[config.mk]
export PLATFORM = sky130hd
export DESIGN_NAME = gpio_bank_regs
export DESIGN_NICKNAME = d
export VERILOG_FILES = /design/src/rtl/gpio_bank_pkg.sv /design/src/rtl/gpio_in_sync.sv /design/src/rtl/gpio_addr_dec.sv /design/src/rtl/gpio_pin_word.sv /design/src/rtl/gpio_alt_map.sv /design/src/rtl/gpio_bank_regs.sv
export SDC_FILE = /design/constraint.sdc
export NUM_CORES = 2
export LEC_CHECK = 0
export BUFFER_PORTS_ARGS = -buffer_cell sky130_fd_sc_hd__buf_2
export CAP_MARGIN = 20
export CORE_AREA = 2 2 372 374
export DETAILED_ROUTE_END_ITERATION = 10
export DIE_AREA = 0 0 374 376
export MAX_ROUTING_LAYER = met4
export PLACE_DENSITY_LB_ADDON = 0.05
export SLEW_MARGIN = 10
export SYNTH_ARGS = -nofsm -noshare
export SYNTH_HDL_FRONTEND = slang
export SYNTH_SLANG_ARGS = --single-unit
[constraint.sdc]
create_clock -name clk -period 16.6 [get_ports clk]
set_clock_uncertainty 0.05 [all_clocks]
set_input_delay 0.83 -clock clk [delete_from_list [all_inputs] [get_ports clk]]
set_output_delay 0.83 -clock clk [all_outputs]
set_load 0.01 [all_outputs]
[src/rtl/gpio_bank_pkg.sv]
package gpio_bank_pkg;
  localparam int unsigned WORD_BITS = 32;
  localparam int unsigned NUM_KINDS = 8;

  typedef enum logic [2:0] {
    KIND_LEVEL = 3'd0,
    KIND_DIR   = 3'd1,
    KIND_SET   = 3'd2,
    KIND_CLR   = 3'd3,
    KIND_RISE  = 3'd4,
    KIND_FALL  = 3'd5,
    KIND_EDGE  = 3'd6,
    KIND_ALT   = 3'd7
  } reg_kind_e;
endpackage

[src/rtl/gpio_in_sync.sv]
module gpio_in_sync #(
  parameter int unsigned WIDTH = 64
) (
  input  logic             clk,
  input  logic             rst_n,
  input  logic [WIDTH-1:0] raw_i,
  output logic [WIDTH-1:0] sync_o
);
  logic [WIDTH-1:0] stage1_q;
  logic [WIDTH-1:0] stage2_q;

  always_ff @(posedge clk) begin
    if (!rst_n) begin
      stage1_q <= '0;
      stage2_q <= '0;
    end else begin
      stage1_q <= raw_i;
      stage2_q <= stage1_q;
    end
  end

  assign sync_o = stage2_q;


  sync_second_stage_chk: assert property (@(posedge clk) disable iff (!rst_n)
    rst_n |=> stage2_q == $past(stage1_q));
endmodule

[src/rtl/gpio_addr_dec.sv]
module gpio_addr_dec
  import gpio_bank_pkg::*;
#(
  parameter int unsigned NREG   = 2,
  parameter int unsigned ADDR_W = 10,
  parameter int unsigned IDX_W  = 2
) (
  input  logic [ADDR_W-1:0] addr_i,
  output reg_kind_e         kind_o,
  output logic [IDX_W-1:0]  idx_o,
  output logic              hit_o
);
  localparam int unsigned ALT_WORDS = 2 * NREG;
  localparam int unsigned ALT_BASE  = 7 * NREG;
  localparam int unsigned END_WORD  = ALT_BASE + ALT_WORDS;

  logic [31:0] word;
  assign word = 32'(addr_i[ADDR_W-1:2]);

  always_comb begin
    kind_o = KIND_LEVEL;
    idx_o  = '0;
    hit_o  = 1'b0;
    if (addr_i[1:0] == 2'b00) begin
      for (int k = 0; k < 7; k++) begin
        if (word >= 32'(k * NREG) && word < 32'((k + 1) * NREG)) begin
          kind_o = reg_kind_e'(3'(k));
          idx_o  = IDX_W'(word - 32'(k * NREG));
          hit_o  = 1'b1;
        end
      end
      if (word >= 32'(ALT_BASE) && word < 32'(END_WORD)) begin
        kind_o = KIND_ALT;
        idx_o  = IDX_W'(word - 32'(ALT_BASE));
        hit_o  = 1'b1;
      end
    end
  end
endmodule

[src/rtl/gpio_pin_word.sv]
module gpio_pin_word
  import gpio_bank_pkg::*;
(
  input  logic        clk,
  input  logic        rst_n,
  input  logic        wr_en_i,
  input  reg_kind_e   kind_i,
  input  logic [31:0] wdata_i,
  output logic [31:0] dir_o,
  output logic [31:0] out_o,
  output logic [31:0] rise_o,
  output logic [31:0] fall_o
);
  logic [31:0] dir_q, out_q, rise_q, fall_q;

  always_ff @(posedge clk) begin
    if (!rst_n) begin
      dir_q  <= '0;
      out_q  <= '0;
      rise_q <= '0;
      fall_q <= '0;
    end else if (wr_en_i) begin
      case (kind_i)
        KIND_DIR:  dir_q  <= wdata_i;
        KIND_SET:  out_q  <= out_q | wdata_i;
        KIND_CLR:  out_q  <= out_q & ~wdata_i;
        KIND_RISE: rise_q <= wdata_i;
        KIND_FALL: fall_q <= wdata_i;
        default:   ;
      endcase
    end
  end

  assign dir_o  = dir_q;
  assign out_o  = out_q;
  assign rise_o = rise_q;
  assign fall_o = fall_q;


  set_bits_high_chk: assert property (@(posedge clk) disable iff (!rst_n)
    (wr_en_i && kind_i == KIND_SET) |=> (out_q & $past(wdata_i)) == $past(wdata_i));

  set_keeps_zero_bits_chk: assert property (@(posedge clk) disable iff (!rst_n)
    (wr_en_i && kind_i == KIND_SET) |=> ((out_q ^ $past(out_q)) & ~$past(wdata_i)) == 32'h0);

  clr_bits_low_chk: assert property (@(posedge clk) disable iff (!rst_n)
    (wr_en_i && kind_i == KIND_CLR) |=> (out_q & $past(wdata_i)) == 32'h0);

  clr_keeps_zero_bits_chk: assert property (@(posedge clk) disable iff (!rst_n)
    (wr_en_i && kind_i == KIND_CLR) |=> ((out_q ^ $past(out_q)) & ~$past(wdata_i)) == 32'h0);

  dir_only_by_write_chk: assert property (@(posedge clk) disable iff (!rst_n)
    !(wr_en_i && kind_i == KIND_DIR) |=> $stable(dir_q));
endmodule

[src/rtl/gpio_alt_map.sv]
module gpio_alt_map #(
  parameter int unsigned NUM_PINS = 64,
  parameter int unsigned IDX_W    = 3
) (
  input  logic                  clk,
  input  logic                  rst_n,
  input  logic                  wr_en_i,
  input  logic [IDX_W-1:0]      idx_i,
  input  logic [31:0]           wdata_i,
  output logic [2*NUM_PINS-1:0] pin_alt_o,
  output logic [31:0]           rd_word_o
);
  localparam int unsigned ALT_WORDS = NUM_PINS / 16;

  logic [31:0] alt_q [ALT_WORDS];

  for (genvar w = 0; w < ALT_WORDS; w++) begin : g_alt_word
    always_ff @(posedge clk) begin
      if (!rst_n) begin
        alt_q[w] <= '0;
      end else if (wr_en_i && idx_i == IDX_W'(w)) begin
        alt_q[w] <= wdata_i;
      end
    end
    assign pin_alt_o[w*32 +: 32] = alt_q[w];


    alt_word_hold_chk: assert property (@(posedge clk) disable iff (!rst_n)
      !(wr_en_i && idx_i == IDX_W'(w)) |=> $stable(pin_alt_o[w*32 +: 32]));
  end

  always_comb begin
    rd_word_o = '0;
    for (int w = 0; w < ALT_WORDS; w++) begin
      if (idx_i == IDX_W'(w)) rd_word_o = alt_q[w];
    end
  end
endmodule

[src/rtl/gpio_bank_regs.sv]
module gpio_bank_regs
  import gpio_bank_pkg::*;
#(
  parameter int unsigned NUM_PINS = 96,
  parameter int unsigned ADDR_W   = 10
) (
  input  logic                  clk,
  input  logic                  rst_n,
  input  logic                  bus_valid,
  output logic                  bus_ready,
  input  logic                  bus_write,
  input  logic [ADDR_W-1:0]     bus_addr,
  input  logic [31:0]           bus_wdata,
  output logic                  rd_valid,
  output logic [31:0]           rd_data,
  input  logic [NUM_PINS-1:0]   pin_in,
  output logic [NUM_PINS-1:0]   pin_oe,
  output logic [NUM_PINS-1:0]   pin_out,
  output logic [2*NUM_PINS-1:0] pin_alt,
  output logic [NUM_PINS-1:0]   rise_en,
  output logic [NUM_PINS-1:0]   fall_en,
  input  logic [NUM_PINS-1:0]   edge_status,
  output logic [NUM_PINS-1:0]   edge_clr
);
  localparam int unsigned NREG  = NUM_PINS / WORD_BITS;
  localparam int unsigned IDX_W = (2 * NREG > 1) ? $clog2(2 * NREG) : 1;

  logic            ready_q;
  logic            accept;
  logic            do_wr;
  reg_kind_e       kind;
  logic [IDX_W-1:0] idx;
  logic            hit;
  logic [NUM_PINS-1:0] level_sync;
  logic [31:0]     alt_rd;
  logic [31:0]     rd_mux;
  logic            rd_valid_q;
  logic [31:0]     rd_data_q;
  logic [NUM_PINS-1:0] edge_clr_q;

  assign accept = bus_valid && ready_q;
  assign do_wr  = accept && bus_write && hit;

  always_ff @(posedge clk) begin
    if (!rst_n) ready_q <= 1'b0;
    else        ready_q <= 1'b1;
  end
  assign bus_ready = ready_q;

  gpio_addr_dec #(.NREG(NREG), .ADDR_W(ADDR_W), .IDX_W(IDX_W)) i_dec (
    .addr_i (bus_addr),
    .kind_o (kind),
    .idx_o  (idx),
    .hit_o  (hit)
  );

  gpio_in_sync #(.WIDTH(NUM_PINS)) i_sync (
    .clk    (clk),
    .rst_n  (rst_n),
    .raw_i  (pin_in),
    .sync_o (level_sync)
  );

  for (genvar r = 0; r < NREG; r++) begin : g_word
    logic word_wr;
    assign word_wr = do_wr && (kind != KIND_ALT) && (idx == IDX_W'(r));
    gpio_pin_word i_word (
      .clk     (clk),
      .rst_n   (rst_n),
      .wr_en_i (word_wr),
      .kind_i  (kind),
      .wdata_i (bus_wdata),
      .dir_o   (pin_oe[r*32 +: 32]),
      .out_o   (pin_out[r*32 +: 32]),
      .rise_o  (rise_en[r*32 +: 32]),
      .fall_o  (fall_en[r*32 +: 32])
    );
  end

  gpio_alt_map #(.NUM_PINS(NUM_PINS), .IDX_W(IDX_W)) i_alt (
    .clk       (clk),
    .rst_n     (rst_n),
    .wr_en_i   (do_wr && kind == KIND_ALT),
    .idx_i     (idx),
    .wdata_i   (bus_wdata),
    .pin_alt_o (pin_alt),
    .rd_word_o (alt_rd)
  );

  always_comb begin
    rd_mux = '0;
    if (hit) begin
      if (kind == KIND_ALT) begin
        rd_mux = alt_rd;
      end else begin
        for (int r = 0; r < NREG; r++) begin
          if (idx == IDX_W'(r)) begin
            case (kind)
              KIND_LEVEL: rd_mux = level_sync[r*32 +: 32];
              KIND_DIR:   rd_mux = pin_oe[r*32 +: 32];
              KIND_RISE:  rd_mux = rise_en[r*32 +: 32];
              KIND_FALL:  rd_mux = fall_en[r*32 +: 32];
              KIND_EDGE:  rd_mux = edge_status[r*32 +: 32];
              default:    rd_mux = '0;
            endcase
          end
        end
      end
    end
  end

  always_ff @(posedge clk) begin
    if (!rst_n) begin
      rd_valid_q <= 1'b0;
      rd_data_q  <= '0;
      edge_clr_q <= '0;
    end else begin
      rd_valid_q <= accept && !bus_write;
      if (accept && !bus_write) rd_data_q <= rd_mux;
      edge_clr_q <= '0;
      if (do_wr && kind == KIND_EDGE) begin
        for (int r = 0; r < NREG; r++) begin
          if (idx == IDX_W'(r)) edge_clr_q[r*32 +: 32] <= bus_wdata;
        end
      end
    end
  end

  assign rd_valid = rd_valid_q;
  assign rd_data  = rd_data_q;
  assign edge_clr = edge_clr_q;


  read_gets_response_chk: assert property (@(posedge clk) disable iff (!rst_n)
    (bus_valid && bus_ready && !bus_write) |=> rd_valid);

  write_no_response_chk: assert property (@(posedge clk) disable iff (!rst_n)
    !(bus_valid && bus_ready && !bus_write) |=> !rd_valid);

  miss_reads_zero_chk: assert property (@(posedge clk) disable iff (!rst_n)
    (bus_valid && bus_ready && !bus_write && !hit) |=> rd_data == 32'h0);

  miss_write_inert_chk: assert property (@(posedge clk) disable iff (!rst_n)
    (bus_valid && bus_ready && bus_write && !hit) |=>
      $stable(pin_oe) && $stable(pin_out) && $stable(pin_alt) && $stable(rise_en) && $stable(fall_en));

  edge_clr_idle_chk: assert property (@(posedge clk) disable iff (!rst_n)
    !(bus_valid && bus_ready && bus_write) |=> edge_clr == '0);

  ready_after_reset_chk: assert property (@(posedge clk) disable iff (!rst_n)
    rst_n |=> bus_ready);
endmodule

# [After elaboration in Yosys (flattened, before gate mapping)]
# Memory sizes are Yosys's and may differ from the RTL's.
# Index checks and enable logic that the tools add are counted.
[totals] ff_bits=706 ram_bits=192 inputBits=238 output_inout_bits=706 elab_cells=183 mem_count=1
[memory_table] name="i_alt.alt_q" words=6 width=32 rd=6 rd_ports_with_merged_regs=0 write_ports=6 line_no="gpio_alt_map.sv:15" text="logic [31:0] alt_q [ALT_WORDS];"
[classes] add_sub_neg=7 order_cmp=16 n_eq_ne=13 n_mux=69 bitwise_logic=13 n_reduce_logical=44
[op_table] op="two-way mux 32 bit" count=17
[op_table] op="case mux 32 bit (5 select lines)" count=3
[op_table] op="case mux 32 bit (2 select lines)" count=3
[op_table] op="AND 32 bit" count=3
[op_table] op="OR 32 bit" count=3
[op_table] op="two-way mux 3 bit" count=14
[op_table] op="NOT 32 bit" count=1
[op_table] op="two-way mux 1 bit" count=30
[op_table] op=">= comparator 8 x 4 -> 1 bit, second input constant" count=3
[op_table] op="logical AND 1 bit" count=24
[op_table] op="less-than comparator 8 x 4 -> 1 bit, second input constant" count=3
[op_table] op="less-than comparator 8 x 5 -> 1 bit, second input constant" count=3
[op_table] op="AND reduction 2 bit" count=12
[op_table] op="== test 3 bit, second input constant" count=6
[op_table] op=">= comparator 8 x 5 -> 1 bit, second input constant" count=2
[op_table] op="== test 3 x 2 -> 1 bit, second input constant" count=4
[op_table] op="subtractor 3 bit, second input constant" count=4
[op_table] op="AND reduction 3 bit" count=3
[op_table] op=">= comparator 8 x 1 -> 1 bit, second input constant" count=1
[op_table] op=">= comparator 8 x 2 -> 1 bit, second input constant" count=1
[op_table] op=">= comparator 8 x 3 -> 1 bit, second input constant" count=1
[op_table] op="less-than comparator 8 x 2 -> 1 bit, second input constant" count=1
[op_table] op="less-than comparator 8 x 3 -> 1 bit, second input constant" count=1
[op_table] op="== test 3 x 1 -> 1 bit, second input constant" count=2
[op_table] op="9 further kinds" count=17

# [Depth between registers and ports, before layout]
[logic_depth] depth_word=20 mapped_depth=14 ltp_nobuf=11

# [Modules after synthesis]
# A second synthesis with hierarchy kept.
[hier_totals] cells_unflattened=3608 area_unflattened_um2=39022.4
[modules_own_cells] module="gpio_pin_word" n_inst=3 cells_each=495 area_per_inst_um2=5096.1
[modules_own_cells] module="gpio_bank_regs" n_inst=1 cells_each=1019 area_per_inst_um2=8919.8
[modules_own_cells] module="gpio_alt_map" n_inst=1 cells_each=608 area_per_inst_um2=8899.8
[modules_own_cells] module="gpio_in_sync" n_inst=1 cells_each=405 area_per_inst_um2=5275.1
[modules_own_cells] module="gpio_addr_dec" n_inst=1 cells_each=91 area_per_inst_um2=639.4

# [Worst setup path before layout]
# Ideal clock, no wire load.
[synth_path] path_kind="input-to-reg" from="input bus_addr[7]" to="memory i_alt.alt_q[5][0] (enable)" arrival_time_ns=5.626 path_slack_ns=10.454 path_stages=10 path_buffers=4 cell_sequence="or4b_1 -> buf_2 -> or4_4 -> and2_4 -> a2111o_1 -> o31a_1 -> buf_4 -> buf_6 -> buf_2 -> o31ai_1"
[synth_lines] item="start, declared" line_no="gpio_bank_regs.sv:12" text="input logic [ADDR_W-1:0] bus_addr,"
[synth_lines] item="end, declared" line_no="gpio_alt_map.sv:15"

# [Final worst setup path]
[layout_path] from="input bus_addr[2]" to="register rd_data_q[15], in the netlist rd_data[15]"
[layout_between] elab_chain_cells=20 elab_cells_between_ends=83
[layout_lines] item=">= comparator 8 x 1 -> 1 bit or less-than comparator 8 x 2 -> 1 bit (tied branches)" line_no="gpio_addr_dec.sv:26" text="if (word >= 32'(k * NREG) && word < 32'((k + 1) * NREG)) begin"
[layout_lines] item="logical AND 1 bit" line_no="gpio_addr_dec.sv:26"
[layout_lines] item="two-way mux 3 bit (7 in series)" line_no="gpio_addr_dec.sv:26"
[layout_lines] item="two-way mux 3 bit" line_no="gpio_addr_dec.sv:32" text="if (word >= 32'(ALT_BASE) && word < 32'(END_WORD)) begin"
[layout_lines] item="two-way mux 3 bit" line_no="gpio_addr_dec.sv:24" text="if (addr_i[1:0] == 2'b00) begin"
[layout_lines] item="logical NOT 3 bit" line_no="gpio_alt_map.sv:35, gpio_bank_regs.sv:97"
[layout_lines] item="two-way mux 32 bit (6 in series)" line_no="gpio_alt_map.sv:35" text="if (idx_i == IDX_W'(w)) rd_word_o = alt_q[w];"
[layout_lines] item="two-way mux 32 bit" line_no="gpio_bank_regs.sv:93" text="if (kind == KIND_ALT) begin"
[layout_lines] item="two-way mux 32 bit (*)" line_no="gpio_bank_regs.sv:92" text="if (hit) begin"
[layout_lines] item="end signal, assigned" line_no="gpio_bank_regs.sv:119" text="if (accept && !bus_write) rd_data_q <= rd_mux;"
[layout_lines] item="end, declared" line_no="gpio_bank_regs.sv:38" text="logic [31:0] rd_data_q;"
# Mark *: on every way between the ends. The rest lies on a longest branch, timed or not.
# A chain may end at the register's enable or synchronous reset.

==> metrics.log <==
[metrics] Primary FF master, synth: sky130_fd_sc_hd__dfxtp_1
[metrics] clock tree root buffer cell: sky130_fd_sc_hd__clkbuf_16
[metrics] number of placement rows: about 140
[metrics] clock input transition at the sequential cells of the worst setup and hold paths: around 0.06 ns
[metrics] critical path, cell by cell: buf_2 -> inv_1 -> ha_1 -> nand2b_1 -> a2bb2oi_1 -> nor2_1 -> o22a_4 -> buf_4 -> mux2_2 -> a222oi_1 -> a21oi_1 -> o31ai_1 -> a21oi_1
[metrics] Vert. Die Dim: 376 um
[metrics] Port-buffer cells: 943
[metrics] fraction of synthesized cell area taken by the top area cell type: 0.3928
[metrics] async set or reset register ratio after synthesis: 0
[metrics] max-capacitance violation count: 0
[metrics] worst-case hold slack: ~0.26 ns
[metrics] slew of the pin with the lowest slew margin: 1.211 ns
[metrics] most used cell along the critical path: sky130_fd_sc_hd__a21oi_1
[metrics] post-detailed-route via-to-cell ratio: 5.197
[metrics] cell area reported after detailed placement: 42420 um2
[metrics] number of buffers added by the clock tree synthesis step: 109
[metrics] antenna violations before repair: 48
[metrics] fill cell count: 14440
[metrics] area used by multi-input combinational logic: 14880 um2
[metrics] gp weighted congestion: 0.9143
[metrics] Post-CTS Repair Setup Buffers: 0
[metrics] leading area contributor after synthesis: sky130_fd_sc_hd__dfxtp_1
[metrics] die boundary width: 374 um
[metrics] maximum number of pins on one net before global-route repair: 206
[metrics] Clock Sink Count: ~900
[metrics] Worst path slowest cell: sky130_fd_sc_hd__buf_4
[metrics] total length of routed wires: 218.1 mm
[metrics] initial DRC count: between 3000 and 4000
[metrics] top cells by area, synth: sky130_fd_sc_hd__dfxtp_1, sky130_fd_sc_hd__edfxtp_1, sky130_fd_sc_hd__and2_1, sky130_fd_sc_hd__nand2_1, sky130_fd_sc_hd__a21oi_1
[metrics] Data required, critical path: about 17 ns
[metrics] flip-flop and latch count after synthesis: 898
[metrics] run status: completed
[metrics] boundary pin count: 944
[metrics] portion of total power attributed to sequential cells: 0.449
[metrics] final critical-path share of the clock period: 0.3219
[metrics] register area share after synthesis: 0.5530
[metrics] Critical path buffers and inverters: 3
[metrics] worst max-slew margin expressed relative to the limit: 0.1815
[metrics] Final Critical Period: 5.343 ns
[metrics] Post-Syn Nets: 4003
[metrics] highest ir drop seen on vdd: 0.08002 mV
[metrics] CP arrival: between 5 and 6 ns
[metrics] wire length of the first global-routing pass: 289.0 mm
[metrics] number of distinct library cells after synthesis: 76
[metrics] leakage: 19.15 nW
[metrics] fraction of layout cells with a size suffix above 1: 0.2913
[metrics] CTS tree: done
[metrics] Hold/Removal Path Class: primary input to flip-flop
[metrics] Resized Gates After CTS: 0
[metrics] number of design rule violations left after detail routing: 0
[metrics] number of global-route vias before repair: 31320
[metrics] sort of element at the start of the critical path: primary input
[metrics] Final Hold Fails: 0
[metrics] Floorplan Core Area: around 140000 um2
[metrics] post-route setup TNS: 0 ns
[metrics] internal power: 0.003807 W
[metrics] GR Overflow Total: 0
[metrics] Post-synth EDFFs: roughly 190
[metrics] Clk Latency, worst-skew pair: 0.72 ns
[metrics] share of total power consumed by net switching: 0.2496
[metrics] power dissipated by switching net loads: 0.001266 W
[metrics] die area: 140600 um2
[metrics] element type at the critical path end: flip-flop
[metrics] setup repair after global routing missed its margin: no
[metrics] number of nets with antenna violations after routing: 0
[metrics] global router's overall resource usage: 0.3061
[metrics] Max H-tree Level: 3
[metrics] wire length per cell after detailed routing: 33.86 um
[metrics] final design area excluding fillers: about 46000 um2
[metrics] CTS Buffer Depth: 3
[metrics] final-report max-slew violation count: 0
[metrics] crit-path max FO: 55
[metrics] area growth from synthesis to layout: 28.47%
[metrics] most used standard cell by instance count after synthesis: sky130_fd_sc_hd__nand2_1
[metrics] most instantiated cells after synthesis: sky130_fd_sc_hd__nand2_1, sky130_fd_sc_hd__dfxtp_1, sky130_fd_sc_hd__and2_1, sky130_fd_sc_hd__a21oi_1, sky130_fd_sc_hd__clkbuf_1
[metrics] number of synthesis warnings: 0
[metrics] PwrDens: 109.7 nW/um2
[metrics] worst setup path class: primary input to flip-flop
[metrics] area taken by flip-flops and latches: 19900 um2
[metrics] Clk network pwr share: 0.495
[metrics] count of final setup violators: 0
[metrics] count of hold-fix buffers inserted at cts: 0
[metrics] Synth Cell Area: 35990 um2
[metrics] per-instance average area after synthesis: 9.573 um2
[metrics] achievable frequency: 0.1872 GHz
[metrics] gate count of the mapped netlist: 3759
[metrics] Comb power frac: 0.056
[metrics] total via count in the routed design: about 33000
[metrics] estimated wirelength of the detail-placed design: between 150 and 200 mm
[metrics] starting density of the core: 0.2634
[metrics] largest incremental delay on the critical path: 0.71 ns
[metrics] Nets: around 4800
[metrics] DRT Pass-1 Iters: 8
[metrics] kind of cell adding the most delay to the critical path: compound AO/OA/AOI/OAI gates
==> cells in the final DEF (no fill, tap or decap), drive strengths merged, types with 6 or more instances in the layout <==
cell type / n
o22ai: 14
nand2: 723
buf: 1020
a211oi: 9
o21ai: 41
a221o: 25
a21oi: 431
a22o: 20
inv: 11
and2: 490
mux2: 68
nand4: 28
mux4: 7
diode: 26
bufinv: 7
a22oi: 38
a2111oi: 20
a221oi: 39
a32o: 18
a31oi: 26
and3: 19
nand3: 116
ha: 6
a311oi: 85
clkinv: 29
edfxtp: 192
dfxtp: 706
clkbuf: 163
nor3: 18
o211ai: 21
mux2i: 57
nor2: 64
a222oi: 38
==> kinds of logic after synthesis <==
logic type | Yosys count | synth area share
DFF | 898 | 0.5530
xor gates and xnor gates | 1 | 0.0002434
AOI/OAI and AO/OA | 865 | 0.1591
buffers and inverters | 370 | 0.04193
and+or+nand+nor | 1487 | 0.2021
muxes | 132 | 0.04151
adders and majority gates | 6 | 0.002086
==> through the flow <==
step	total power [W]	util	worst slack [ns]	cells
after global routing	0.005210	0.3382	11.05	6432
final	0.005073	0.3383	11.26	6440
after global placement	0.002611	0.3102	10.53	6206
after CTS	0.005126	0.3376	11.22	6412
after floorplan	0.002429	-	10.45	3759
after detailed placement	0.002611	0.3104	10.43	6208
==> layout make-up <==
| cell class | instances | area share |
|---|---|---|
| Sequential cell | 898 | 0.4304 |
| Tap cell | 1794 | 0.04855 |
| Multi-Input combinational cell | 2491 | 0.3218 |
| Inverter | 6 | 0.0006495 |
| Antenna cell | 26 | 0.001407 |
| Timing Repair Buffer | 1021 | 0.1169 |
| Clock inverter | 41 | 0.009012 |
| Clock buffer | 163 | 0.07120 |
==> power groups by stage <==
stage	Combinational (W)	Clock [W]	Sequential, W
after detailed placement	0.000285	0	0.00233
final	0.000283	0.00251	0.00228
after global placement	0.000285	0	0.00233
after global routing	0.000293	0.00264	0.00228
after floorplan	0.000104	0	0.00233
after CTS	0.000286	0.00256	0.00228
==> routing by layer <==
layer	up-vias	track usage	wire, um
li1	14810	-	-
met1	16890	0.3904	92080
met2	1527	0.4940	104200
met3	240	0.05591	15600
met4	0	0.08937	6219
met5	-	-	0
==> path summary, 6_finish.rpt <==
kind / start / to / slack, ns / cells past startpoint
max: bus_addr[2] / rd_data[15] / 11.26 / 13
min: pin_in[60] / i_sync.stage1_q[60] / 0.26 / 2
max reg2reg: bus_ready / g_word[2].i_word.rise_o[1] / 13.60 / 7
min reg2reg: i_sync.stage1_q[55] / i_sync.sync_o[55] / 0.38 / 1
Note: power is estimated with default switching activity, not from simulation.
